[src/rtl/cmdp_pkg.sv]
// Shared field layout and types for the command stream decoder.
// Assumes a 32-bit command word; the field order inside the header is fixed
// because the upstream producer encodes it that way.
package cmdp_pkg;
    localparam int METH_W = 13;
    localparam int SUB_W  = 3;
    localparam int CNT_W  = 13;
    localparam int MODE_W = 3;
    localparam int WORD_W = METH_W + SUB_W + CNT_W + MODE_W;

    localparam logic [MODE_W-1:0] MODE_INLINE = 3'd4;
    localparam logic [MODE_W-1:0] MODE_ONCE   = 3'd5;
    localparam logic [MODE_W-1:0] MODE_LAST   = 3'd5;

    // Header fields, most significant first
    typedef struct packed {
        logic [MODE_W-1:0] mode;
        logic [CNT_W-1:0]  cnt;
        logic [SUB_W-1:0]  sub;
        logic [METH_W-1:0] meth;
    } hdr_t;

    // How the method address advances across arguments
    typedef enum logic [1:0] {
        STEP_ALL  = 2'd0,
        STEP_NONE = 2'd1,
        STEP_ONCE = 2'd2
    } step_e;

    typedef enum logic [1:0] {
        PH_IDLE = 2'd0,
        PH_HEAD = 2'd1,
        PH_ARGS = 2'd2
    } phase_e;

    // Map a legal non-inline mode to its addressing step
    function automatic step_e mode_step(input logic [MODE_W-1:0] m);
        if (m == MODE_ONCE)     return STEP_ONCE;
        else if (m[1])          return STEP_NONE;
        else                    return STEP_ALL;
    endfunction
endpackage

[src/rtl/cmdp_budget.sv]
// Word budget counter: loaded with the list length, decremented per word.
// Assumes load and decrement never coincide (load only happens when idle).
module cmdp_budget #(
    parameter int LEN_W = 16
) (
    input  logic             clk,
    input  logic             rst_n,
    input  logic             load,
    input  logic [LEN_W-1:0] load_val,
    input  logic             dec,
    output logic             empty,
    output logic             last
);
    logic [LEN_W-1:0] rem_q;

    // Track words still to be consumed
    always_ff @(posedge clk) begin
        if (!rst_n)      rem_q <= '0;
        else if (load)   rem_q <= load_val;
        else if (dec)    rem_q <= rem_q - 1'b1;
    end

    assign empty = (rem_q == '0);
    assign last  = (rem_q == LEN_W'(1));


    budget_underflow_chk: assert property (@(posedge clk) disable iff (!rst_n)
        dec |-> !empty);
endmodule

[src/rtl/cmdp_addr_gen.sv]
// Method address generator: derives the target method of argument idx from
// the header method and the addressing step. Purely combinational; the
// result wraps within the method field width.
module cmdp_addr_gen
    import cmdp_pkg::*;
(
    input  logic [METH_W-1:0] base,
    input  step_e             step,
    input  logic [CNT_W-1:0]  idx,
    output logic [METH_W-1:0] meth
);
    // Select the offset applied to the header method
    always_comb begin
        case (step)
            STEP_ALL:  meth = base + METH_W'(idx);
            STEP_ONCE: meth = base + METH_W'(idx != '0);
            default:   meth = base;
        endcase
    end
endmodule

[src/rtl/cmdp_out_slot.sv]
// Single-entry output register for register writes. A new write may load in
// the same cycle the previous one is taken. Assumes the caller only loads
// when `free` is high.
module cmdp_out_slot
    import cmdp_pkg::*;
(
    input  logic              clk,
    input  logic              rst_n,
    input  logic              load,
    input  logic [METH_W-1:0] ld_meth,
    input  logic [SUB_W-1:0]  ld_sub,
    input  logic [WORD_W-1:0] ld_data,
    input  logic              out_ready,
    output logic              free,
    output logic              out_valid,
    output logic [METH_W-1:0] out_method,
    output logic [SUB_W-1:0]  out_subch,
    output logic [WORD_W-1:0] out_data
);
    assign free = !out_valid || out_ready;

    // Hold a write until taken, refill on load
    always_ff @(posedge clk) begin
        if (!rst_n) begin
            out_valid  <= 1'b0;
            out_method <= '0;
            out_subch  <= '0;
            out_data   <= '0;
        end else if (load) begin
            out_valid  <= 1'b1;
            out_method <= ld_meth;
            out_subch  <= ld_sub;
            out_data   <= ld_data;
        end else if (out_ready) begin
            out_valid  <= 1'b0;
        end
    end


    no_overwrite_chk: assert property (@(posedge clk) disable iff (!rst_n)
        load |-> (!out_valid || out_ready));


    hold_stable_chk: assert property (@(posedge clk) disable iff (!rst_n)
        (out_valid && !out_ready) |=> (out_valid && $stable(out_method)
                                       && $stable(out_subch) && $stable(out_data)));
endmodule

[src/rtl/cmd_stream_decoder.sv]
// Command stream decoder top: parses header words, walks the argument words
// per submission mode and issues one register write per argument (or one
// for an inline header). Assumes start is only meaningful when idle; input
// acceptance stalls whenever the output register cannot take a write.
module cmd_stream_decoder
    import cmdp_pkg::*;
#(
    parameter int LEN_W = 16
) (
    input  logic              clk,
    input  logic              rst_n,
    input  logic              start,
    input  logic [LEN_W-1:0]  start_len,
    output logic              busy,
    input  logic              in_valid,
    input  logic [WORD_W-1:0] in_data,
    output logic              in_ready,
    output logic              out_valid,
    output logic [METH_W-1:0] out_method,
    output logic [SUB_W-1:0]  out_subch,
    output logic [WORD_W-1:0] out_data,
    input  logic              out_ready,
    output logic              err_mode,
    output logic              err_zero,
    output logic              err_trunc
);
    phase_e            phase_q;
    logic [METH_W-1:0] base_q;
    logic [SUB_W-1:0]  sub_q;
    logic [CNT_W-1:0]  cnt_q;
    logic [CNT_W-1:0]  idx_q;
    step_e             step_q;

    logic              bud_empty, bud_last, slot_free, take;
    logic              at_head, at_args, is_inline, is_bad, is_zero;
    logic              go_args, last_arg, trunc_now, ld, start_ok;
    logic [METH_W-1:0] arg_meth, ld_meth;
    logic [SUB_W-1:0]  ld_sub;
    logic [WORD_W-1:0] ld_data;
    hdr_t              hdr;

    assign hdr       = hdr_t'(in_data);
    assign at_head   = (phase_q == PH_HEAD);
    assign at_args   = (phase_q == PH_ARGS);
    assign start_ok  = (phase_q == PH_IDLE) && start && (start_len != '0);
    assign in_ready  = (at_head || at_args) && !bud_empty && slot_free;
    assign take      = in_valid && in_ready;

    // Header classification
    assign is_inline = (hdr.mode == MODE_INLINE);
    assign is_bad    = (hdr.mode > MODE_LAST);
    assign is_zero   = (hdr.cnt == '0);
    assign go_args   = take && at_head && !is_inline && !is_bad && !is_zero;
    assign last_arg  = (idx_q == cnt_q - 1'b1);
    assign trunc_now = bud_last && ((go_args) || (take && at_args && !last_arg));

    cmdp_budget #(.LEN_W(LEN_W)) u_budget (
        .clk      (clk),
        .rst_n    (rst_n),
        .load     (start_ok),
        .load_val (start_len),
        .dec      (take),
        .empty    (bud_empty),
        .last     (bud_last)
    );

    cmdp_addr_gen u_addr (
        .base (base_q),
        .step (step_q),
        .idx  (idx_q),
        .meth (arg_meth)
    );

    // Choose what gets written this cycle
    always_comb begin
        ld      = 1'b0;
        ld_meth = arg_meth;
        ld_sub  = sub_q;
        ld_data = in_data;
        if (take && at_head && is_inline) begin
            ld      = 1'b1;
            ld_meth = hdr.meth;
            ld_sub  = hdr.sub;
            ld_data = WORD_W'(hdr.cnt);
        end else if (take && at_args) begin
            ld      = 1'b1;
        end
    end

    cmdp_out_slot u_slot (
        .clk        (clk),
        .rst_n      (rst_n),
        .load       (ld),
        .ld_meth    (ld_meth),
        .ld_sub     (ld_sub),
        .ld_data    (ld_data),
        .out_ready  (out_ready),
        .free       (slot_free),
        .out_valid  (out_valid),
        .out_method (out_method),
        .out_subch  (out_subch),
        .out_data   (out_data)
    );

    // Phase sequencing across headers, arguments and list end
    always_ff @(posedge clk) begin
        if (!rst_n) begin
            phase_q <= PH_IDLE;
        end else begin
            case (phase_q)
                PH_IDLE: if (start_ok) phase_q <= PH_HEAD;
                PH_HEAD: if (take) begin
                    if (bud_last)     phase_q <= PH_IDLE;
                    else if (go_args) phase_q <= PH_ARGS;
                end
                PH_ARGS: if (take) begin
                    if (bud_last)      phase_q <= PH_IDLE;
                    else if (last_arg) phase_q <= PH_HEAD;
                end
                default: phase_q <= PH_IDLE;
            endcase
        end
    end

    // Latch packet context on a header, advance the argument index
    always_ff @(posedge clk) begin
        if (!rst_n) begin
            base_q <= '0;
            sub_q  <= '0;
            cnt_q  <= '0;
            idx_q  <= '0;
            step_q <= STEP_ALL;
        end else if (go_args) begin
            base_q <= hdr.meth;
            sub_q  <= hdr.sub;
            cnt_q  <= hdr.cnt;
            idx_q  <= '0;
            step_q <= mode_step(hdr.mode);
        end else if (take && at_args) begin
            idx_q  <= idx_q + 1'b1;
        end
    end

    // One-cycle error pulses
    always_ff @(posedge clk) begin
        if (!rst_n) begin
            err_mode  <= 1'b0;
            err_zero  <= 1'b0;
            err_trunc <= 1'b0;
        end else begin
            err_mode  <= take && at_head && is_bad;
            err_zero  <= take && at_head && (hdr.mode == MODE_ONCE) && is_zero;
            err_trunc <= trunc_now;
        end
    end

    assign busy = (phase_q != PH_IDLE) || out_valid;


    single_error_chk: assert property (@(posedge clk) disable iff (!rst_n)
        $onehot0({err_mode, err_zero, err_trunc}));


    trunc_idle_chk: assert property (@(posedge clk) disable iff (!rst_n)
        err_trunc |-> (phase_q == PH_IDLE));


    no_write_on_skip_chk: assert property (@(posedge clk) disable iff (!rst_n)
        (err_mode || err_zero) |-> !$rose(out_valid));


    idle_no_take_chk: assert property (@(posedge clk) disable iff (!rst_n)
        (phase_q == PH_IDLE) |-> !in_ready);
endmodule

[config.mk]
export PLATFORM = sky130hd
export DESIGN_NAME = cmd_stream_decoder
export DESIGN_NICKNAME = d
export VERILOG_FILES = /design/src/rtl/cmdp_pkg.sv /design/src/rtl/cmdp_budget.sv /design/src/rtl/cmdp_addr_gen.sv /design/src/rtl/cmdp_out_slot.sv /design/src/rtl/cmd_stream_decoder.sv
export SDC_FILE = /design/constraint.sdc
export NUM_CORES = 1
export LEC_CHECK = 0
export CORE_MARGIN = 8
export CORE_UTILIZATION = 50
export CTS_CLUSTER_SIZE = 25
export DETAILED_ROUTE_END_ITERATION = 10
export HOLD_SLACK_MARGIN = 0.1
export PLACE_DENSITY = 0.8
export SETUP_SLACK_MARGIN = 0.3
export SYNTH_ARGS = -nofsm -noshare
export SYNTH_HDL_FRONTEND = slang
export SYNTH_SLANG_ARGS = --single-unit
[constraint.sdc]
create_clock -name clk -period 3.6 [get_ports clk]
set_input_delay 1.08 -clock clk [delete_from_list [all_inputs] [get_ports clk]]
set_output_delay 1.08 -clock clk [all_outputs]
set_load 0.1 [all_outputs]
==> impl_results.md <==
* Run status: complete, no violations
* Clock Pin Slew Worst Setup and Hold Paths at 0.05 ns
* Syn Area/Cell at 7.80 sq um
* Max clock buf depth at 2
* P_leak at 2.92 nW
* Syn_nets at 861
* IO Port Bufs at 106
* Post-DRT Antenna Nets at 0
* Synthesis Warnings at 0
* Mapped cell area at 6120 sq um
* Mapped Cells at 785
* WL/cell at 17.6 um
* Yosys top cell by area: dfxtp_1
* Ant diodes at 0
* HP Start: u_slot.out_data[13]
* Worst Skew at 0.00678 ns
* Final Cell Area at 7840 sq um
* Hold Fails Final Rpt at 0
* Crit path required time at 2.52 ns
* Initial DRC count at 508
* Final min period at 3.15 ns
* Root Driver: clkbuf_16
* Total Nets Final at 958
* Most frequent cells in the layout: nand2_1 (170), dfxtp_1 (114), buf_4 (76)
* Worst skew pair latency at 0.42 ns
* First-pass GRT wire length at 29500 um
* PwrDens at 529 nW/um^2
* Area grow syn2layout at 28.0%
* Gr usage total at 22.8%
* Fmax at 318 MHz
* Critical path fanouts, max at 3
* CTS Sinks at 114
* First drt pass iteration count at 5
* Slew headroom at 54.3%
* Routed via count at 6056
* R2r setup slk at 0.58 ns
* Crit start category: input port
* Largest net degree at the start of global routing at 38
* Antenna violations before repair at 0
* Primary FF master, synth: dfxtp_1
* Global route overflow at 0
* PostCTS Resize Cnt at 0
* Cts bufs inserted at 17
* Overall power at 4.14 mW
* Drt total wl at 18400 um
* Register-to-Register Path Depth at 15
* I/O Pins at 107
* Synth Register Bits at 114
* FF-to-FF Start: idx_q[0]
* Critical path class: input port to primary output
* Worst r2r dst: u_slot.out_method[10]
* Share of layout cells above drive strength 1 at 14.5%
* Worst vdd ir at 0.000824 V
* Worst-margin pin slew at 0.679 ns
* Multi-input gate area at 3570 sq um
* Die area at 16000 sq um
* FFs w/ async S/R, synth at 0%
* Crit share post-route at 87.5%
* Unrepaired setup endpoints after global routing: false
* Slew Limit Fails at 0
* Reg area at 2280 sq um
* Worst Hold Path Cells at 2
* Hpwl dp at 13300 um
* Post-DP Area at 7210 sq um
* Largest cells by area after synthesis: dfxtp_1 (37%), nand2_1 (10%), a21oi_1 (6.1%), ha_1 (4.5%), nor2_1 (3.9%)
* Vias per inst at 5.81
* Worst EP arrival at 2.07 ns
* Hold EP: u_slot.out_data[13]
* Final setup violation count at 0
* Fillers at 1001
* Core Area at 12000 sq um
* Initial Util at 51.2%
* Cell variety after synth at 64
* Die height at 127 um
* Width of the die at 127 um
* TritonCTS clock tree: built
* Max cap viols at 0
* Hold-fix buffers at CTS at 0
* Vias in the first global route at 5757
* Crit. End Element: primary output
* DRC at 0
* Most common cell after layout, fill and taps aside: nand2_1
* Gpl congestion at 0.903
* TNS Setup at 0 ns
* Postcts setup bufs at 0
* Sequential share of the synthesized area at 37.3%
* Hold crit path type: register to register
* Top-area cell type share of the netlist area at 37.3%
* Number of flops mapped to enable cells by yosys at 0
* H-tree depth at 4
* FP Rows at 40
-- metal layers --
| metal | up-vias | track usage, % | routed length [um] |
|---|---|---|---|
| li1 | 2963 | - | - |
| met1 | 2842 | 28.5 | 8010 |
| met2 | 206 | 36.6 | 8770 |
| met3 | 45 | 6.12 | 1030 |
| met4 | 0 | 9.45 | 550 |
| met5 | - | 0 | 0 |
-- how the worst max path moves through the flow --
stage / endpoint / slack, ns / from
finish: in_ready / 0.45 / out_ready
global placement: u_slot.out_method[12] / 0.42 / idx_q[0]
detailed placement: u_slot.out_data[4] / 0.36 / out_ready
floorplan: in_ready / 0.53 / out_ready
global route: u_slot.out_method[12] / 0.30 / idx_q[0]
CTS: u_slot.out_method[12] / 0.36 / idx_q[0]
-- Yosys cell counts (all sizes together), types with 17 or more instances --
| master | n |
|---|---|
| a21oi | 75 |
| a311oi | 18 |
| clkbuf | 44 |
| dfxtp | 114 |
| ha | 22 |
| inv | 17 |
| nand2 | 170 |
| nand3 | 18 |
| nor2 | 63 |
| nor3 | 20 |
| o21ai | 26 |
| xnor2 | 25 |
| xor2 | 19 |
-- worst max-delay path, cell delays in order --
cell,delay (ns)
clkdlybuf4s50_1,0.45
nand2b_1,0.13
and3_1,0.22
buf_12,0.19
-- logic make-up after synthesis --
| family | count (synthesis) | synth area share [%] |
|---|---|---|
| muxes | 6 | 0.981 |
| adders and majority gates | 23 | 4.82 |
| buffers and inverters | 69 | 4.95 |
| and+or+nand+nor | 349 | 26.8 |
| xor gates and xnor gates | 44 | 6.29 |
| DFF | 114 | 37.3 |
| AOI/OAI and AO/OA | 180 | 18.9 |
-- state kept, by name, summed over array words and instances, names as in the netlist, 2 cells and up --
signal	cells
u_slot.out_data	32
cnt_q	13
u_budget.rem_q	16
step_q	2
sub_q	3
phase_q	2
u_slot.out_method	13
base_q	13
idx_q	13
u_slot.out_subch	3
-- through the flow --
stage | std cells | hold slack (ns) | worst slack, ns | utilization, %
2_1_floorplan | 785 | 0.437 | 0.528 | -
4_1_cts | 1042 | 0.457 | 0.357 | 65.3
5_1_grt | 1042 | 0.480 | 0.296 | 65.5
3_5_place_dp | 1010 | 0.449 | 0.358 | 60.3
3_3_place_gp | 1010 | 0.443 | 0.421 | 60.3
6_report | 1042 | 0.453 | 0.451 | 65.5
-- power breakdown --
part | switching [mW] | internal [mW]
Sequential | 0.0977 | 1.35
Combinational | 0.639 | 0.361
Clock | 0.586 | 1.11
Total | 1.32 | 2.82
-- layout make-up --
cell class                 count  share of cell area (%)
clock buffer                  24                    6.40
clock inverter                 8                    1.28
inverter                      17                   0.814
multi-input combinational    602                    45.6
sequential                   114                    29.1
tap                          147                    2.35
timing repair buffer         130                    14.4
No activity file was read; power rests on OpenSTA's default activity.
